**src/rtl/dispatch_rs.sv**
```systemverilog
`timescale 1ns/1ps
module dispatch_rs #(
  parameter int UNIT_W = 1,
  parameter int WIN    = 8,
  parameter int QDEPTH = 4,
  parameter int LANES  = 2,
  parameter int ID_W   = 10,
  parameter int DATA_W = 16,
  parameter int CRED_W = 3
)(
  input  logic                          clk,
  input  logic                          rst_n,
  input  logic                          flush,
  input  logic                          in_valid,
  output logic                          in_ready,
  input  logic [ID_W-1:0]               in_id,
  input  logic [UNIT_W-1:0]             in_unit,
  input  logic                          in_dep_vld,
  input  logic [ID_W-1:0]               in_dep_id,
  input  logic [DATA_W-1:0]             in_data,
  input  logic                          wk_valid,
  input  logic [ID_W-1:0]               wk_id,
  input  logic [(2**UNIT_W)*CRED_W-1:0] unit_credit,
  output logic [LANES-1:0]              out_valid,
  output logic [LANES*ID_W-1:0]         out_id,
  output logic [LANES*UNIT_W-1:0]       out_unit,
  output logic [LANES*DATA_W-1:0]       out_data
);
  localparam int UNITS = 2**UNIT_W;
  localparam int QW    = $clog2(QDEPTH);
  localparam int WW    = $clog2(WIN);
  localparam int NW    = $clog2(LANES+1);

  typedef struct packed {
    logic [ID_W-1:0]   id;
    logic [UNIT_W-1:0] unit;
    logic              dep;
    logic [ID_W-1:0]   dep_id;
    logic [DATA_W-1:0] data;
  } uop_t;

  uop_t            q_mem [QDEPTH];
  logic [QW-1:0]   q_rd, q_wr;
  logic [QW:0]     q_cnt;
  uop_t            w_mem [WIN];
  logic [WIN-1:0]  w_vld, taken;
  logic [CRED_W:0] used [UNITS];
  logic [NW-1:0]   nsel;
  logic [WW-1:0]   fslot;
  logic            byp, park, push, pop;
  uop_t            head;

  function automatic logic [CRED_W:0] room(input logic [UNIT_W-1:0] u);
    return {1'b0, unit_credit[u*CRED_W +: CRED_W]};
  endfunction

  function automatic logic woken(input logic [ID_W-1:0] d);
    return wk_valid && (d == wk_id);
  endfunction

  assign head     = q_mem[q_rd];
  assign in_ready = q_cnt < (QW+1)'(QDEPTH);
  assign push     = in_valid && in_ready && !flush;
  assign pop      = byp || park;

  always_comb begin
    logic          found;
    logic [WW-1:0] bi;
    taken     = '0;
    nsel      = '0;
    out_valid = '0;
    out_id    = '0;
    out_unit  = '0;
    out_data  = '0;
    for (int u = 0; u < UNITS; u++) used[u] = '0;
    for (int k = 0; k < LANES; k++) begin
      found = 1'b0;
      bi    = '0;
      for (int i = 0; i < WIN; i++)
        if (w_vld[i] && !w_mem[i].dep && !taken[i] &&
            used[w_mem[i].unit] < room(w_mem[i].unit) &&
            (!found || w_mem[i].id < w_mem[bi].id)) begin
          found = 1'b1;
          bi    = WW'(i);
        end
      if (found && !flush) begin
        taken[bi]                    = 1'b1;
        used[w_mem[bi].unit]         = used[w_mem[bi].unit] + (CRED_W+1)'(1);
        out_valid[k]                 = 1'b1;
        out_id[k*ID_W +: ID_W]       = w_mem[bi].id;
        out_unit[k*UNIT_W +: UNIT_W] = w_mem[bi].unit;
        out_data[k*DATA_W +: DATA_W] = w_mem[bi].data;
        nsel                         = nsel + NW'(1);
      end
    end
    byp = !flush && (q_cnt != '0) && !head.dep && (nsel < NW'(LANES)) &&
          (used[head.unit] < room(head.unit));
    for (int k = 0; k < LANES; k++)
      if (byp && NW'(k) == nsel) begin
        out_valid[k]                 = 1'b1;
        out_id[k*ID_W +: ID_W]       = head.id;
        out_unit[k*UNIT_W +: UNIT_W] = head.unit;
        out_data[k*DATA_W +: DATA_W] = head.data;
      end
    fslot = '0;
    for (int i = WIN-1; i >= 0; i--)
      if (!w_vld[i]) fslot = WW'(i);
    park = !flush && (q_cnt != '0) && !byp && !(&w_vld);
  end

  always_ff @(posedge clk) begin
    if (!rst_n || flush) begin
      q_rd  <= '0;
      q_wr  <= '0;
      q_cnt <= '0;
      w_vld <= '0;
    end else begin
      for (int i = 0; i < WIN; i++)
        if (w_vld[i] && w_mem[i].dep && woken(w_mem[i].dep_id)) w_mem[i].dep <= 1'b0;
      for (int i = 0; i < QDEPTH; i++)
        if (q_mem[i].dep && woken(q_mem[i].dep_id)) q_mem[i].dep <= 1'b0;
      w_vld <= (w_vld & ~taken) | (park ? (WIN'(1) << fslot) : '0);
      if (park) begin
        w_mem[fslot]     <= head;
        w_mem[fslot].dep <= head.dep && !woken(head.dep_id);
      end
      if (push) begin
        q_mem[q_wr] <= {in_id, in_unit, in_dep_vld && !woken(in_dep_id), in_dep_id, in_data};
        q_wr        <= q_wr + QW'(1);
      end
      if (pop) q_rd <= q_rd + QW'(1);
      q_cnt <= q_cnt + (QW+1)'(push) - (QW+1)'(pop);
    end
  end
endmodule

```
**config.mk**
```make
export PLATFORM = sky130hd
export DESIGN_NAME = dispatch_rs
export DESIGN_NICKNAME = d
export VERILOG_FILES = /design/src/rtl/dispatch_rs.sv
export SDC_FILE = /design/constraint.sdc
export NUM_CORES = 1
export LEC_CHECK = 0
export BUFFER_PORTS_ARGS = -buffer_cell sky130_fd_sc_hd__buf_2
export CORE_ASPECT_RATIO = 0.5
export CORE_MARGIN = 10
export CORE_UTILIZATION = 25
export DETAILED_ROUTE_END_ITERATION = 7
export GPL_TIMING_DRIVEN = 0
export HOLD_SLACK_MARGIN = 0.05
export PLACE_DENSITY = 0.49
export SLEW_MARGIN = 20
export SYNTH_ARGS = -nofsm -noshare
export SYNTH_HDL_FRONTEND = slang
export SYNTH_SLANG_ARGS = --single-unit
```
**constraint.sdc**
```tcl
create_clock -name clk -period 46.6 [get_ports clk]
set_input_delay 4.66 -clock clk [delete_from_list [all_inputs] [get_ports clk]]
set_output_delay 4.66 -clock clk [all_outputs]
set_load 0.03 [all_outputs]
```
==> flow_summary.html <==
<table>
<tr><th>Metric</th><th>Value</th></tr>
<tr><th colspan="2">Floorplan</th></tr>
<tr><td>Width of the die</td><td>500 um</td></tr>
<tr><td>Initial core utilization</td><td>0.254</td></tr>
<tr><td>Die extent in y</td><td>260 um</td></tr>
<tr><td>Std cell rows</td><td>87</td></tr>
<tr><td>Area of the placeable core</td><td>114,000 um^2</td></tr>
<tr><td># IOs</td><td>116</td></tr>
<tr><td>Die footprint</td><td>130,000 um^2</td></tr>
<tr><th colspan="2">STA</th></tr>
<tr><td>Max-slew violation count</td><td>0</td></tr>
<tr><td>Fin Setup TNS</td><td>0 ns</td></tr>
<tr><td>Final setup violation count</td><td>0</td></tr>
<tr><td>Period utilization</td><td>0.980</td></tr>
<tr><td>Maximum clock frequency</td><td>around 22 MHz</td></tr>
<tr><td>Count of final hold-check violations</td><td>0</td></tr>
<tr><td>Post-Route Skew</td><td>roughly 0.047 ns</td></tr>
<tr><td>Worst Max-Slew Pin Slew</td><td>1.22 ns</td></tr>
<tr><td>Fin crit period</td><td>approximately 46 ns</td></tr>
<tr><td>Max-slew headroom at the worst pin</td><td>0.183</td></tr>
<tr><th colspan="2">Hold path</th></tr>
<tr><td>Path type of the worst min-delay path</td><td>reg -&gt; reg</td></tr>
<tr><th colspan="2">Finish</th></tr>
<tr><td>Fraction of final layout cells sized beyond drive strength 1</td><td>0.220</td></tr>
<tr><td>Layout Area Growth over Synthesis</td><td>24.6%</td></tr>
<tr><td>Final non-filler cell area</td><td>35,900 um^2</td></tr>
<tr><td># nets final</td><td>3,136</td></tr>
<tr><th colspan="2">Route</th></tr>
<tr><td>Vias per inst</td><td>~5.6</td></tr>
<tr><td>Number of DRC markers after the initial detailed-route iteration</td><td>3,175</td></tr>
<tr><td>Post-route DRC violation count</td><td>0</td></tr>
<tr><td>Routed length per placed instance</td><td>about 28 um</td></tr>
<tr><td>Routed wire length</td><td>125,000 um</td></tr>
<tr><td>Pre-antenna DRT Iters</td><td>8</td></tr>
<tr><td>Total number of vias</td><td>25.0k</td></tr>
<tr><td>Remaining number of nets flagged by the antenna check after routing</td><td>0</td></tr>
<tr><th colspan="2">Global routing</th></tr>
<tr><td>Total routing resource utilization after global routing</td><td>0.181</td></tr>
<tr><td>Wire length of the first global-routing pass</td><td>~180,000 um</td></tr>
<tr><td>Number of antenna violations at the first check in global routing</td><td>10</td></tr>
<tr><td>Via count of the first global-routing pass</td><td>approximately 24k</td></tr>
<tr><td>GRT overflow</td><td>0</td></tr>
<tr><td>Maximum number of pins on one net before global-route repair</td><td>29</td></tr>
<tr><th colspan="2">Setup path</th></tr>
<tr><td>Most Frequent Cell on Critical Path</td><td>sky130_fd_sc_hd__a21oi_1</td></tr>
<tr><td>Critical path peak fanout</td><td>10</td></tr>
<tr><td>Worst-case register-to-register setup slack</td><td>7.63 ns</td></tr>
<tr><td>Endpoint required time on the critical path</td><td>41.94 ns</td></tr>
<tr><td>Critical Path Max Stage Delay</td><td>around 0.53 ns</td></tr>
<tr><td>Kind of start point of the critical path</td><td>input pin</td></tr>
<tr><td>Worst setup path class</td><td>in -&gt; out</td></tr>
<tr><td>Category of the worst setup path capture point</td><td>output pin</td></tr>
<tr><td>Worst endpoint data arrival time</td><td>~41 ns</td></tr>
<tr><td>Cell with the largest stage delay on the worst path</td><td>sky130_fd_sc_hd__or4b_4</td></tr>
<tr><th colspan="2">Outcome</th></tr>
<tr><td>Run status</td><td>finished clean</td></tr>
<tr><th colspan="2">Logic synthesis</th></tr>
<tr><td>Number of synthesized register bits</td><td>between 400 and 500</td></tr>
<tr><td>Total standard cell area after synthesis</td><td>28,800 um^2</td></tr>
<tr><td>Cell accounting for the most synthesized area</td><td>sky130_fd_sc_hd__edfxtp_1</td></tr>
<tr><td>Total nets after synthesis</td><td>2,841</td></tr>
<tr><td>Most frequent cell after synthesis</td><td>sky130_fd_sc_hd__edfxtp_1</td></tr>
<tr><td>EDFF count, synth</td><td>456</td></tr>
<tr><td>Share of Yosys cell area claimed by the top area cell type</td><td>0.475</td></tr>
<tr><td>List of most frequent post-synthesis cells</td><td>sky130_fd_sc_hd__edfxtp_1 (456), sky130_fd_sc_hd__nand2_1 (245), sky130_fd_sc_hd__nor2_1 (215)</td></tr>
<tr><td>Average instance area after synthesis</td><td>about 11 um^2</td></tr>
<tr><td>Warnings, synthesis</td><td>0</td></tr>
<tr><td>Sequential cell area fraction in the yosys report</td><td>0.487</td></tr>
<tr><td>Post-synth top flop</td><td>sky130_fd_sc_hd__edfxtp_1</td></tr>
<tr><td>Main area contributors after synthesis</td><td>sky130_fd_sc_hd__edfxtp_1 (48%), sky130_fd_sc_hd__ha_1 (5.5%), sky130_fd_sc_hd__mux2i_1 (3.5%), sky130_fd_sc_hd__nand2_1 (3.2%), sky130_fd_sc_hd__mux4_2 (2.8%)</td></tr>
<tr><td>Synthesized netlist cell count</td><td>around 2.7k</td></tr>
<tr><td>Count of different cell masters after synthesis</td><td>97</td></tr>
<tr><td>Proportion of register bits with asynchronous set or reset after synthesis</td><td>0</td></tr>
<tr><th colspan="2">Power</th></tr>
<tr><td>Maximum ir drop on the vdd rail</td><td>0.0227 mV</td></tr>
<tr><td>Static power due to leakage</td><td>0.0127 uW</td></tr>
<tr><td>Tot Pwr</td><td>1110 uW</td></tr>
<tr><td>Power density over the cells</td><td>31.0 nW/um^2</td></tr>
<tr><th colspan="2">Job</th></tr>
<tr><td>Number of maximum-capacitance constraint violations</td><td>0</td></tr>
<tr><th colspan="2">CTS</th></tr>
<tr><td># H-tree levels</td><td>2</td></tr>
<tr><td>Clock tree root driver cell</td><td>sky130_fd_sc_hd__clkbuf_16</td></tr>
<tr><td>Buffer depth of the longest clock path</td><td>3</td></tr>
<tr><td>Number of buffers inserted by hold repair at cts</td><td>0</td></tr>
<tr><td>Later-pin clock latency in the skew report</td><td>0.64 ns</td></tr>
<tr><td>Clock tree from TritonCTS</td><td>yes</td></tr>
<tr><td>Total number of clock tree sinks</td><td>roughly 470</td></tr>
<tr><td>Clock-pin transition on the worst setup and hold timing paths</td><td>about 0.060 ns</td></tr>
<tr><td>Number of clock buffers inserted by TritonCTS</td><td>50</td></tr>
<tr><th colspan="2">Placed design</th></tr>
<tr><td>GP Congestion</td><td>0.982</td></tr>
<tr><td>Port Buffers</td><td>105</td></tr>
<tr><td>Sum of net half-perimeters after detailed placement</td><td>91,500 um</td></tr>
<tr><td>Placed Instance Area</td><td>31,800 um^2</td></tr>
</table>
==> final timing paths <==
kind / start / to / cells past startpoint
worst max-delay path: unit_credit[0] / out_data[15] / 197
worst min-delay path: q_rd[1] / q_rd[1] / 2
worst max register to register: w_mem[0][35] / w_mem[4][10] / 202
worst min register to register: q_rd[1] / q_rd[1] / 2
==> stage by stage <==
stage                     setup slack (ns)  cells  hold slack, ns  utilization
after floorplan                      0.640   2655           0.460            -
after global placement              -15.63   4273           0.471        0.275
after detailed placement            -14.58   4303           0.500        0.280
after CTS                          0.00715   4435           0.511        0.307
after global routing                -0.203   4501           0.572        0.316
final                                0.937   4502           0.520        0.316
==> area by class of cell <==
type	count	area, um^2
fill	11400	77600
multi-input combinational	1949	15200
sequential	473	14000
timing repair buffer	247	1940
tap	1513	1890
clock buffer	55	1280
buffer	146	926
clock inverter	35	379
inverter	83	312
antenna	1	2.50
==> worst max-delay path: cells and delay by family <==
kind	cells	cell delay (ns)
fa+ha+maj	13	3.73
mux	8	1.88
simple gates	50	7.75
buf+inv	33	5.48
compound gates	93	17.30
==> metal layers <==
layer | up-vias | GRT usage | wire, um
met2 | 1361 | 0.288 | 55300
li1 | 10900 | - | -
met5 | - | 0 | 68
met3 | 340 | 0.0336 | 11300
met1 | 12400 | 0.242 | 52300
met4 | 18 | 0.0770 | 6020
==> flip-flops by register name, summed over array words and instances, names as in the netlist, named ones only <==
signal,flops
w_mem,304
w_vld,8
q_mem,152
q_wr,2
q_rd,2
q_cnt,3
==> report_power, final <==
| part | switching [uW] | total (uW) | internal (uW) |
|---|---|---|---|
| clock network | 175 | 407 | 232 |
| logic | 140 | 216 | 76.4 |
| registers | 6.99 | 491 | 484 |
==> logic make-up after synthesis <==
logic type | count (synthesis) | synth area share
flops | 473 | 0.487
compound gates | 697 | 0.170
fa+ha+maj | 127 | 0.0554
buf+inv | 233 | 0.0314
xor+xnor | 145 | 0.0441
simple gates | 789 | 0.128
mux | 191 | 0.0843
==> timing repair <==
item,CTS,global route
pin swaps,49,85
resized for setup,260,138
endpoints found under the hold margin,0,0
buffers inserted,44,67
endpoints found under the setup margin,383,56
gates cloned,0,1
==> cells in the final DEF (no fill, tap or decap), types with 60 or more instances in the layout <==
| master | n |
|---|---|
| sky130_fd_sc_hd__a21oi_1 | 112 |
| sky130_fd_sc_hd__buf_2 | 107 |
| sky130_fd_sc_hd__buf_4 | 120 |
| sky130_fd_sc_hd__clkbuf_1 | 89 |
| sky130_fd_sc_hd__edfxtp_1 | 456 |
| sky130_fd_sc_hd__ha_1 | 118 |
| sky130_fd_sc_hd__inv_1 | 78 |
| sky130_fd_sc_hd__mux2i_1 | 94 |
| sky130_fd_sc_hd__nand2_1 | 236 |
| sky130_fd_sc_hd__nand3_1 | 60 |
| sky130_fd_sc_hd__nor2_1 | 200 |
| sky130_fd_sc_hd__o21ai_0 | 100 |
| sky130_fd_sc_hd__xnor2_1 | 92 |
(Power assumes the default switching activity.)
